$ cat src/rtl/ost_pkg.sv
package ost_pkg;

    typedef enum logic [1:0] {
        MODE_STOP  = 2'b00,
        MODE_SOFT  = 2'b01,
        MODE_HARD  = 2'b10,
        MODE_HARD2 = 2'b11
    } mode_e;

    typedef enum logic [1:0] {
        EDGE_FALL = 2'b00,
        EDGE_RISE = 2'b01,
        EDGE_BOTH = 2'b10,
        EDGE_NONE = 2'b11
    } edge_sel_e;

    typedef enum logic [1:0] {
        ST_STOP,
        ST_FREE,
        ST_RUN,
        ST_HOLD
    } run_state_e;

    // control word layout, low bits of wr_data
    typedef struct packed {
        logic      sw_go;
        edge_sel_e edge_sel;
        mode_e     mode;
    } ctrl_word_t;

    localparam int CTRL_W         = 5;
    localparam int ADDR_CTRL      = 0;
    localparam int ADDR_CMP_END   = 1;
    localparam int ADDR_CMP_START = 2;

    function automatic logic edge_hit(edge_sel_e sel, logic cur, logic prv);
        case (sel)
            EDGE_FALL: return prv & ~cur;
            EDGE_RISE: return cur & ~prv;
            EDGE_BOTH: return cur ^ prv;
            default:   return 1'b0;
        endcase
    endfunction

    function automatic logic mode_takes_sw(mode_e m);
        return m == MODE_SOFT;
    endfunction

endpackage

$ cat src/rtl/ost_trig_sync.sv
module ost_trig_sync
    import ost_pkg::*;
#(
    parameter int STAGES = 2
) (
    input  logic      clk,
    input  logic      rst,
    input  logic      ext_trig,
    input  edge_sel_e edge_sel,
    output logic      trig_hit
);
    localparam int TOP = STAGES - 1;

    logic [STAGES-1:0] sync_q;
    logic              prev_q;

    always_ff @(posedge clk) begin
        if (rst) begin
            sync_q <= '0;
            prev_q <= 1'b0;
        end else begin
            sync_q <= {sync_q[STAGES-2:0], ext_trig};
            prev_q <= sync_q[TOP];
        end
    end

    assign trig_hit = edge_hit(edge_sel, sync_q[TOP], prev_q);

    // no edge selected never produces a trigger
    p_none_quiet_r11: assert property (@(posedge clk) disable iff (rst)
        (edge_sel == EDGE_NONE) |-> !trig_hit);

    // a trigger only appears where the synchronized level moved
    p_hit_on_change_r4: assert property (@(posedge clk) disable iff (rst)
        trig_hit |-> (sync_q[TOP] != prev_q));

endmodule

$ cat src/rtl/ost_cfg_regs.sv
module ost_cfg_regs
    import ost_pkg::*;
#(
    parameter int CNT_W  = 16,
    parameter int ADDR_W = 2
) (
    input  logic              clk,
    input  logic              rst,
    input  logic              wr_en,
    input  logic [ADDR_W-1:0] wr_addr,
    input  logic [CNT_W-1:0]  wr_data,
    output mode_e             mode,
    output edge_sel_e         edge_sel,
    output logic [CNT_W-1:0]  cmp_end,
    output logic [CNT_W-1:0]  cmp_start,
    output logic              sw_fire,
    output logic              cfg_err
);
    localparam logic [ADDR_W-1:0] A_CTRL  = ADDR_W'(ADDR_CTRL);
    localparam logic [ADDR_W-1:0] A_END   = ADDR_W'(ADDR_CMP_END);
    localparam logic [ADDR_W-1:0] A_START = ADDR_W'(ADDR_CMP_START);

    ctrl_word_t ctrl_in;
    logic       ctrl_wr;

    assign ctrl_in = ctrl_word_t'(wr_data[CTRL_W-1:0]);
    assign ctrl_wr = wr_en && (wr_addr == A_CTRL);

    always_ff @(posedge clk) begin
        if (rst) begin
            mode      <= MODE_STOP;
            edge_sel  <= EDGE_FALL;
            cmp_end   <= '0;
            cmp_start <= '0;
        end else if (wr_en) begin
            if (ctrl_wr) begin
                mode <= ctrl_in.mode;
                if (mode == MODE_STOP)
                    edge_sel <= ctrl_in.edge_sel;
            end
            if (wr_addr == A_END)
                cmp_end <= wr_data;
            if (wr_addr == A_START)
                cmp_start <= wr_data;
        end
    end

    // software start judged against the mode in force before this write
    assign sw_fire = ctrl_wr && ctrl_in.sw_go && mode_takes_sw(mode);
    assign cfg_err = (cmp_end == '0) || (cmp_start == '0);

    // edge select is frozen while the timer is not stopped
    p_edge_locked_r9: assert property (@(posedge clk) disable iff (rst)
        (mode != MODE_STOP) |=> $stable(edge_sel));

    // software start never comes from the external-only modes
    p_sw_mode_r5: assert property (@(posedge clk) disable iff (rst)
        sw_fire |-> (mode == MODE_SOFT));

endmodule

$ cat src/rtl/ost_pulse_core.sv
module ost_pulse_core
    import ost_pkg::*;
#(
    parameter int CNT_W = 16
) (
    input  logic             clk,
    input  logic             rst,
    input  mode_e            mode,
    input  logic             start_sw,
    input  logic             start_ext,
    input  logic             cfg_err,
    input  logic [CNT_W-1:0] cmp_end,
    input  logic [CNT_W-1:0] cmp_start,
    output logic             pulse_out,
    output logic             irq_end,
    output logic             irq_start
);
    localparam logic [CNT_W-1:0] ONE = CNT_W'(1);

    run_state_e       state;
    logic [CNT_W-1:0] cnt;
    logic             armed;
    logic             start_ok;
    logic             hit_end;
    logic             hit_start;

    assign armed     = (state == ST_FREE) || (state == ST_HOLD);
    assign start_ok  = armed && (mode != MODE_STOP) && !cfg_err
                       && (start_sw || start_ext);
    assign hit_end   = (cnt == cmp_end);
    assign hit_start = (cnt == cmp_start);

    always_ff @(posedge clk) begin
        if (rst) begin
            state     <= ST_STOP;
            cnt       <= '0;
            pulse_out <= 1'b0;
            irq_end   <= 1'b0;
            irq_start <= 1'b0;
        end else begin
            irq_end   <= 1'b0;
            irq_start <= 1'b0;
            if (mode == MODE_STOP) begin
                state     <= ST_STOP;
                cnt       <= '0;
                pulse_out <= 1'b0;
            end else begin
                case (state)
                    ST_STOP: begin
                        state <= ST_FREE;
                        cnt   <= '0;
                    end
                    ST_FREE, ST_HOLD: begin
                        if (start_ok) begin
                            state     <= ST_RUN;
                            cnt       <= '0;
                            pulse_out <= 1'b0;
                        end else if (state == ST_FREE) begin
                            cnt <= cnt + ONE;
                        end
                    end
                    default: begin
                        if (hit_end) begin
                            state     <= ST_HOLD;
                            pulse_out <= 1'b0;
                            irq_end   <= 1'b1;
                        end else begin
                            cnt <= cnt + ONE;
                            if (hit_start) begin
                                pulse_out <= 1'b1;
                                irq_start <= 1'b1;
                            end
                        end
                    end
                endcase
            end
        end
    end

    // a stopped mode leaves the output low on the following clock
    p_stop_low_r2: assert property (@(posedge clk) disable iff (rst)
        (mode == MODE_STOP) |=> !pulse_out);

    // the output rises only together with the start interrupt
    p_rise_irq_r7: assert property (@(posedge clk) disable iff (rst)
        $rose(pulse_out) |-> irq_start);

    // the output falls only at the end match or on a stop
    p_fall_cause_r7: assert property (@(posedge clk) disable iff (rst)
        $fell(pulse_out) |-> (irq_end || $past(mode) == MODE_STOP));

    // each interrupt lasts a single clock
    p_irq_end_single_r7: assert property (@(posedge clk) disable iff (rst)
        irq_end |=> !irq_end);
    p_irq_start_single_r7: assert property (@(posedge clk) disable iff (rst)
        irq_start |=> !irq_start);

    // a trigger in flight keeps the count moving rather than restarting it
    p_ignore_retrig_r6: assert property (@(posedge clk) disable iff (rst)
        (state == ST_RUN && mode != MODE_STOP && !hit_end && (start_sw || start_ext))
        |=> (state == ST_RUN && cnt == $past(cnt) + ONE));

    // a zero compare keeps the sequence from starting
    p_no_start_err_r8: assert property (@(posedge clk) disable iff (rst)
        (state != ST_RUN && cfg_err) |=> (state != ST_RUN));

    // the counter holds between the end match and the next trigger
    p_hold_still_r10: assert property (@(posedge clk) disable iff (rst)
        (state == ST_HOLD && mode != MODE_STOP && !start_sw && !start_ext)
        |=> $stable(cnt));

endmodule

$ cat src/rtl/oneshot_timer.sv
module oneshot_timer
    import ost_pkg::*;
#(
    parameter int CNT_W       = 16,
    parameter int ADDR_W      = 2,
    parameter int SYNC_STAGES = 2
) (
    input  logic              clk,
    input  logic              rst,
    input  logic              wr_en,
    input  logic [ADDR_W-1:0] wr_addr,
    input  logic [CNT_W-1:0]  wr_data,
    input  logic              ext_trig,
    output logic              pulse_out,
    output logic              irq_end,
    output logic              irq_start,
    output logic              cfg_err
);
    mode_e            mode;
    edge_sel_e        edge_sel;
    logic [CNT_W-1:0] cmp_end;
    logic [CNT_W-1:0] cmp_start;
    logic             sw_fire;
    logic             ext_hit;

    ost_cfg_regs #(.CNT_W(CNT_W), .ADDR_W(ADDR_W)) u_regs (
        .clk       (clk),
        .rst       (rst),
        .wr_en     (wr_en),
        .wr_addr   (wr_addr),
        .wr_data   (wr_data),
        .mode      (mode),
        .edge_sel  (edge_sel),
        .cmp_end   (cmp_end),
        .cmp_start (cmp_start),
        .sw_fire   (sw_fire),
        .cfg_err   (cfg_err)
    );

    ost_trig_sync #(.STAGES(SYNC_STAGES)) u_sync (
        .clk      (clk),
        .rst      (rst),
        .ext_trig (ext_trig),
        .edge_sel (edge_sel),
        .trig_hit (ext_hit)
    );

    ost_pulse_core #(.CNT_W(CNT_W)) u_core (
        .clk       (clk),
        .rst       (rst),
        .mode      (mode),
        .start_sw  (sw_fire),
        .start_ext (ext_hit),
        .cfg_err   (cfg_err),
        .cmp_end   (cmp_end),
        .cmp_start (cmp_start),
        .pulse_out (pulse_out),
        .irq_end   (irq_end),
        .irq_start (irq_start)
    );

endmodule

$ cat config.mk
export PLATFORM = sky130hd
export DESIGN_NAME = oneshot_timer
export DESIGN_NICKNAME = d
export VERILOG_FILES = /design/src/rtl/ost_pkg.sv /design/src/rtl/ost_trig_sync.sv /design/src/rtl/ost_cfg_regs.sv /design/src/rtl/ost_pulse_core.sv /design/src/rtl/oneshot_timer.sv
export SDC_FILE = /design/constraint.sdc
export NUM_CORES = 1
export LEC_CHECK = 0
export ABC_AREA = 1
export BUFFER_PORTS_ARGS = -buffer_cell sky130_fd_sc_hd__buf_2
export CAP_MARGIN = 20
export CORE_MARGIN = 2
export CORE_UTILIZATION = 60
export DETAILED_ROUTE_END_ITERATION = 16
export PLACE_DENSITY = 0.79
export SYNTH_ARGS = -nofsm -noshare
export SYNTH_HDL_FRONTEND = slang
export SYNTH_HIERARCHICAL = 1
export SYNTH_SLANG_ARGS = --single-unit
$ cat constraint.sdc
create_clock -name clk -period 2.2 [get_ports clk]
set_input_delay 0.44 -clock clk [delete_from_list [all_inputs] [get_ports clk]]
set_output_delay 0.44 -clock clk [all_outputs]
set_load 0.03 [all_outputs]
After elaboration in Yosys (flattened, before gate mapping)
Index checks and enable logic that the tools add are counted.
W data, S select, Z words.
{ "word_totals": {"ff_bits": 60, "in_bits": 22, "wordCells": 74, "output_inout_bits": 4} }
{ "classes": {"mux": 14, "n_bitwise": 6, "n_eq_ne": 12, "add_sub_neg": 1, "n_reduce_logical": 30} }
{ "ops": {"columns": ["op", "n"], "rows": [
  ["$mux W16", 3],
  ["$eq A16 B16 Y1", 2],
  ["$logic_not A16 Y1", 2],
  ["$pmux W16 S2", 1],
  ["$add A16 B1 Y16 const B", 1],
  ["$reduce_and A2 Y1", 5],
  ["$eq A2 B1 Y1 const B", 4],
  ["$logic_not A2 Y1", 4],
  ["$eq A2 B2 Y1 const B", 3],
  ["$logic_and A1 B1 Y1", 6],
  ["$reduce_and A3 Y1", 2],
  ["$reduce_bool A3 Y1", 2],
  ["$reduce_or A6 Y1", 1],
  ["$mux W1", 5],
  ["$reduce_or A5 Y1", 1],
  ["$mux W2", 2],
  ["$pmux W2 S2", 1],
  ["$reduce_or A2 Y1", 2],
  ["$logic_or A1 B1 Y1", 3],
  ["$ne A3 B1 Y1 const B", 1],
  ["$ne A3 B3 Y1 const B", 1],
  ["$not A1 Y1", 3],
  ["$pmux W1 S3", 1],
  ["$and A1 B1 Y1", 2],
  ["5 further kinds", 5]
]} }

Longest topological paths before layout
{ "logic_depth": {"ltp_word": 8, "ltp_mapped": 13, "depth_no_buf": 13} }

Hierarchy
Netlist, hierarchy kept.
{ "modules_own_cells": {"columns": ["mod", "n_inst", "area_per_inst_um2", "cells_each", "seq_area_each_um2"], "rows": [
  ["ost_pulse_core", 1, 1933.1, 340, 420.4],
  ["ost_cfg_regs", 1, 1507.7, 217, 720.7],
  ["ost_trig_sync", 1, 148.9, 19, 60.1]
]} }

Worst setup path before layout
Ideal clock, no wire load.
{ "synth_timing": {"path_kind": "input -> register", "startpoint": "input wr_en", "endpoint": "register u_core.cnt[6]", "path_slack_ns": 0.370, "t_arrival_ns": 1.760, "setup_time_ns": 0.070, "required_ns": 2.130, "path_stages": 12, "path_buffers": 2, "path_cell_list": "buf_2 > nand2_1 > inv_2 > nand2_1 > nor3_2 > or2_2 > nand3_2 > nand2_1 > inv_2 > buf_2 > nand3_1 > a21oi_1"} }
{ "synth_between": {"elab_chain_len": 7, "elab_cells_between_ends": 9, "cone_classes": "eq/ne (1); mux (2); reduce/logical (6)"} }
{ "synth_lines": {"columns": ["item", "line", "text"], "rows": [
  ["start: declaration", "oneshot_timer.sv:10", "input logic wr_en,"],
  ["$logic_and A1 B1 Y1 (*)", "ost_cfg_regs.sv:27", "assign ctrl_wr = wr_en && (wr_addr == A_CTRL);"],
  ["$logic_and A1 B1 Y1 (*) (2 in a row)", "ost_cfg_regs.sv:49", "assign sw_fire = ctrl_wr && ctrl_in.sw_go && mode_takes_sw(mode);"],
  ["net sw_fire", "oneshot_timer.sv:23", "logic sw_fire;"],
  ["$logic_or A1 B1 Y1 (*)", "ost_pulse_core.sv:29", "&& (start_sw || start_ext);"],
  ["$logic_and A1 B1 Y1 (*)", "ost_pulse_core.sv:29", null],
  ["$mux W16 or $ne A3 B1 Y1 (tied branches)", null, null],
  ["$pmux W16 S2 or $reduce_and A2 Y1 (tied branches)", null, null],
  ["end signal: assignment", "ost_pulse_core.sv:59", "cnt <= cnt + ONE;"],
  ["end signal: assignment", "ost_pulse_core.sv:68", "cnt <= cnt + ONE;"],
  ["end: declaration", "ost_pulse_core.sv:21", "logic [CNT_W-1:0] cnt;"]
]} }
Mark *: on every way through the listed nets, which the timed path passes. The rest lies on a longest branch.
A chain may end at the register's enable or synchronous reset.

Final worst setup path
{ "layout_timing": {"startpoint": "register u_sync.sync_q[1]", "endpoint": "register u_core.cnt[4]"} }
{ "layout_between": {"elab_chain_len": 7, "elab_cells_between_ends": 11, "cone_classes": "eq/ne (1); mux (3); bitwise (4); reduce/logical (3)"} }
{ "layout_lines": {"columns": ["item", "line", "text"], "rows": [
  ["start: declaration", "ost_trig_sync.sv:14", "logic [STAGES-1:0] sync_q;"],
  ["start signal: assignment", "ost_trig_sync.sv:22", "sync_q <= {sync_q[STAGES-2:0], ext_trig};"],
  ["$not A1 Y1", "ost_pkg.sv:38", "EDGE_FALL: return prv & ~cur;"],
  ["$and A1 B1 Y1", "ost_pkg.sv:38", null],
  ["$pmux W1 S3 (*)", "ost_pkg.sv:37", "case (sel)"],
  ["net ext_hit", "oneshot_timer.sv:24", "logic ext_hit;"],
  ["$logic_or A1 B1 Y1 (*)", "ost_pulse_core.sv:29", null],
  ["$logic_and A1 B1 Y1 (*)", "ost_pulse_core.sv:29", null],
  ["$mux W16 or $ne A3 B1 Y1 (tied branches)", null, null],
  ["$pmux W16 S2 or $reduce_and A2 Y1 (tied branches)", null, null]
]} }
Marked as above.

==> run summary <==
Max Freq = 0.510 GHz
initial antenna violation count = 0
crit-path cells = inv_1 -> ha_1 -> inv_1 -> nand3b_1 -> nand3_2 -> or2_2 -> nand3_2 -> nand2_1 -> inv_2 -> buf_4 -> nand3_1 -> a21oi_1
Fin. Hold Viols = 0
Syn Area/Cell = 6.23 sq um
hold_buf cts = 0
period utilization = 89.1%
Chip Width = 81.4 um
WP data required = 2.47 ns
Worst Hold Class = in2reg
worst-path fanout max = 13
vias per std cell = 5.39
Resize count post-CTS = 0
synth warn = 6
Post-CTS Setup Bufs = 0
crit-path max cell delay = 0.34 ns
Area growth syn-to-layout = 9.76%
sequential share of the synthesized area = 33.5%
WHS = 0.287 ns
layout cells sized above 1 = 13.0%
DRT Pass-1 Iters = 6
Detailed Route WL = 8690 um
# setup viols final = 0
core area = 0.00585 sq mm
Vias = 3645
RR Endpoint = u_core/cnt[4]
Cell variety after synth = 29
most common cell after layout, fill and taps aside = nand2_1
FILL cells = 521
CTS H-Tree Depth = 3
ant diodes = 0
I/O Pins = 26
first-pass GRT wire length = 14000 um
crit path time final = 1.96 ns
total gr overflow = 0
initial DRC count = 282
Placement Rows = 28
R2R cell count = 12
hold path startpoint = ext_trig
CTS root buffer = clkbuf_8
WP data arrival = 2.23 ns
VDD IR max = 0.544 mV
Cell Pwr Density = 656 mW/mm^2
placed insts = 660
Final TNS setup = 0 ns
Routed WL per cell = 12.9 um
post-DP HPWL = 6400 um
final slew viol count = 0
CP startpoint kind = register
Die Height = 81.4 um
gr usage total = 27.7%
Reg clk slew, reported paths = 0.08 ns
largest net degree at the start of global routing = 27
worst-skew pair later-pin latency = 0.35 ns
Final ANT Viol Nets = 0
Final nets = 621
slowest CP cell = dfxtp_1
IO buf count = 25
CP endpoint kind = register
hold endpoint = u_sync/sync_q[0]
RD Place Congestion = 0.887
Max-Cap Viols = 0
Reg2Reg Launch Point = u_sync/sync_q[1]
Rel. slew slack = 55.9%
most frequent cells in the layout = nand2_1, nor2_1, dfxtp_1
Final Non-Filler Cells = 676
internal reg-to-reg setup slack = 0.24 ns
Mapped Cells = 576
clock sinks = 60
critical path's top delay family = simple AND/OR/NAND/NOR gates
Mapped Area = 0.00359 sq mm
Tightest Pin Transition = 0.660 ns
DRC Markers = 0
vias in the first global route = 2994
clock tree buffer depth = 2
clock skew = 0.0103 ns
RSZ-0062 raised after global routing = false
#FFs+latches synth = 60
Hold Path Depth = 3
Worst Setup Path Type = reg2reg
initial core utilization = 61.4%
syn_nets = 601
full die area = 0.00662 sq mm
status = finished clean
Buffers & Inverters on Critical Path = 4
Leak = 1.72 nW
cts bufs inserted = 9
CTS tree = built
[per-stage QoR]
stage               util [%]  total power (W)  setup WS [ns]  area [sq um]
finish                  67.3          0.00259          0.239          3940
global route            67.3          0.00268         0.0724          3940
CTS                     67.3          0.00259          0.245          3940
detailed placement      63.5          0.00147          0.276          3720
global placement        63.5          0.00147          0.341          3720
floorplan                  -          0.00139          0.370          3590
[state kept, by name (all words and copies together) (netlist names)]
name and count:
u_core/cnt 16, u_regs/cmp_end 16, u_regs/cmp_start 16, u_core/state 2, u_regs/edge_sel 2, u_regs/mode 2
u_sync/sync_q 2, u_core/irq_end 1, u_core/irq_start 1, u_core/pulse_out 1, u_sync/prev_q 1
[cell type report]
cell class	instances	area [sq um]	share of cell area (%)
Multi-Input combinational cell	424	1970	50.0
Sequential cell	60	1200	30.5
Inverter	65	246	6.26
Timing Repair Buffer	36	208	5.27
Clock buffer	9	124	3.14
Clock inverter	7	98.8	2.51
Tap cell	75	93.8	2.38
[worst max path at each step]
stage | cells past startpoint | startpoint | endpoint
6_report | 12 | u_sync/sync_q[1] | u_core/cnt[4]
5_1_grt | 12 | u_sync/sync_q[1] | u_core/cnt[2]
4_1_cts | 12 | u_sync/sync_q[1] | u_core/cnt[2]
3_5_place_dp | 13 | wr_addr[1] | u_core/cnt[3]
3_3_place_gp | 14 | wr_addr[1] | u_core/cnt[14]
2_1_floorplan | 12 | wr_en | u_core/cnt[6]
[synthesized netlist by cell type, drive strengths merged]
cell	number	share of area (%)
clkbuf	7	0.73
nand2	171	18
xnor2	16	3.9
or2	2	0.35
nand3b	3	0.73
dfxtp	60	33
nor2	107	11
nand3	42	6.3
o21ai	21	2.9
xor2	5	1.2
nor3	4	0.70
buf	20	4.1
nand4	22	3.8
nor4	1	0.17
a21oi	27	3.8
ha	3	1.0
inv	65	6.9
[worst reg2reg max path, cell delays in order, from the launching register on]
cell and delay, ns:
dfxtp_1 0.34, inv_1 0.07, ha_1 0.28, inv_1 0.04, nand3b_1 0.08, nand3_2 0.05, or2_2 0.30, nand3_2 0.12
nand2_1 0.08, inv_2 0.08, buf_4 0.19, nand3_1 0.09, a21oi_1 0.16
[kinds of logic (layout without fill, tap and decap cells)]
family                   after synthesis  in the layout  synth area share [%]
flip-flops                            60             60                  33.5
AO/OA/AOI/OAI                         48             48                  6.69
AND/OR/NAND/NOR                      352            352                  42.0
XOR/XNOR                              21             21                  5.12
buffers and inverters                 92            117                  11.7
adder cells (fa/ha/maj)                3              3                  1.05
[report_power, final]
group          switching, W  leakage (nW)  internal (W)
sequential        0.0000330         0.488       0.00112
combinational      0.000195          1.12      0.000106
clock              0.000487         0.110      0.000645
[metal layers]
metal  track usage (%)  vias up  part of all wire (%)
li1                  -     1836                     -
met1              37.6     1662                    47
met2              44.2      132                    46
met3              4.78       15                   6.1
met4              10.2        0                   1.5
met5                 0        -                     0
No activity file was read; power rests on OpenSTA's default activity.
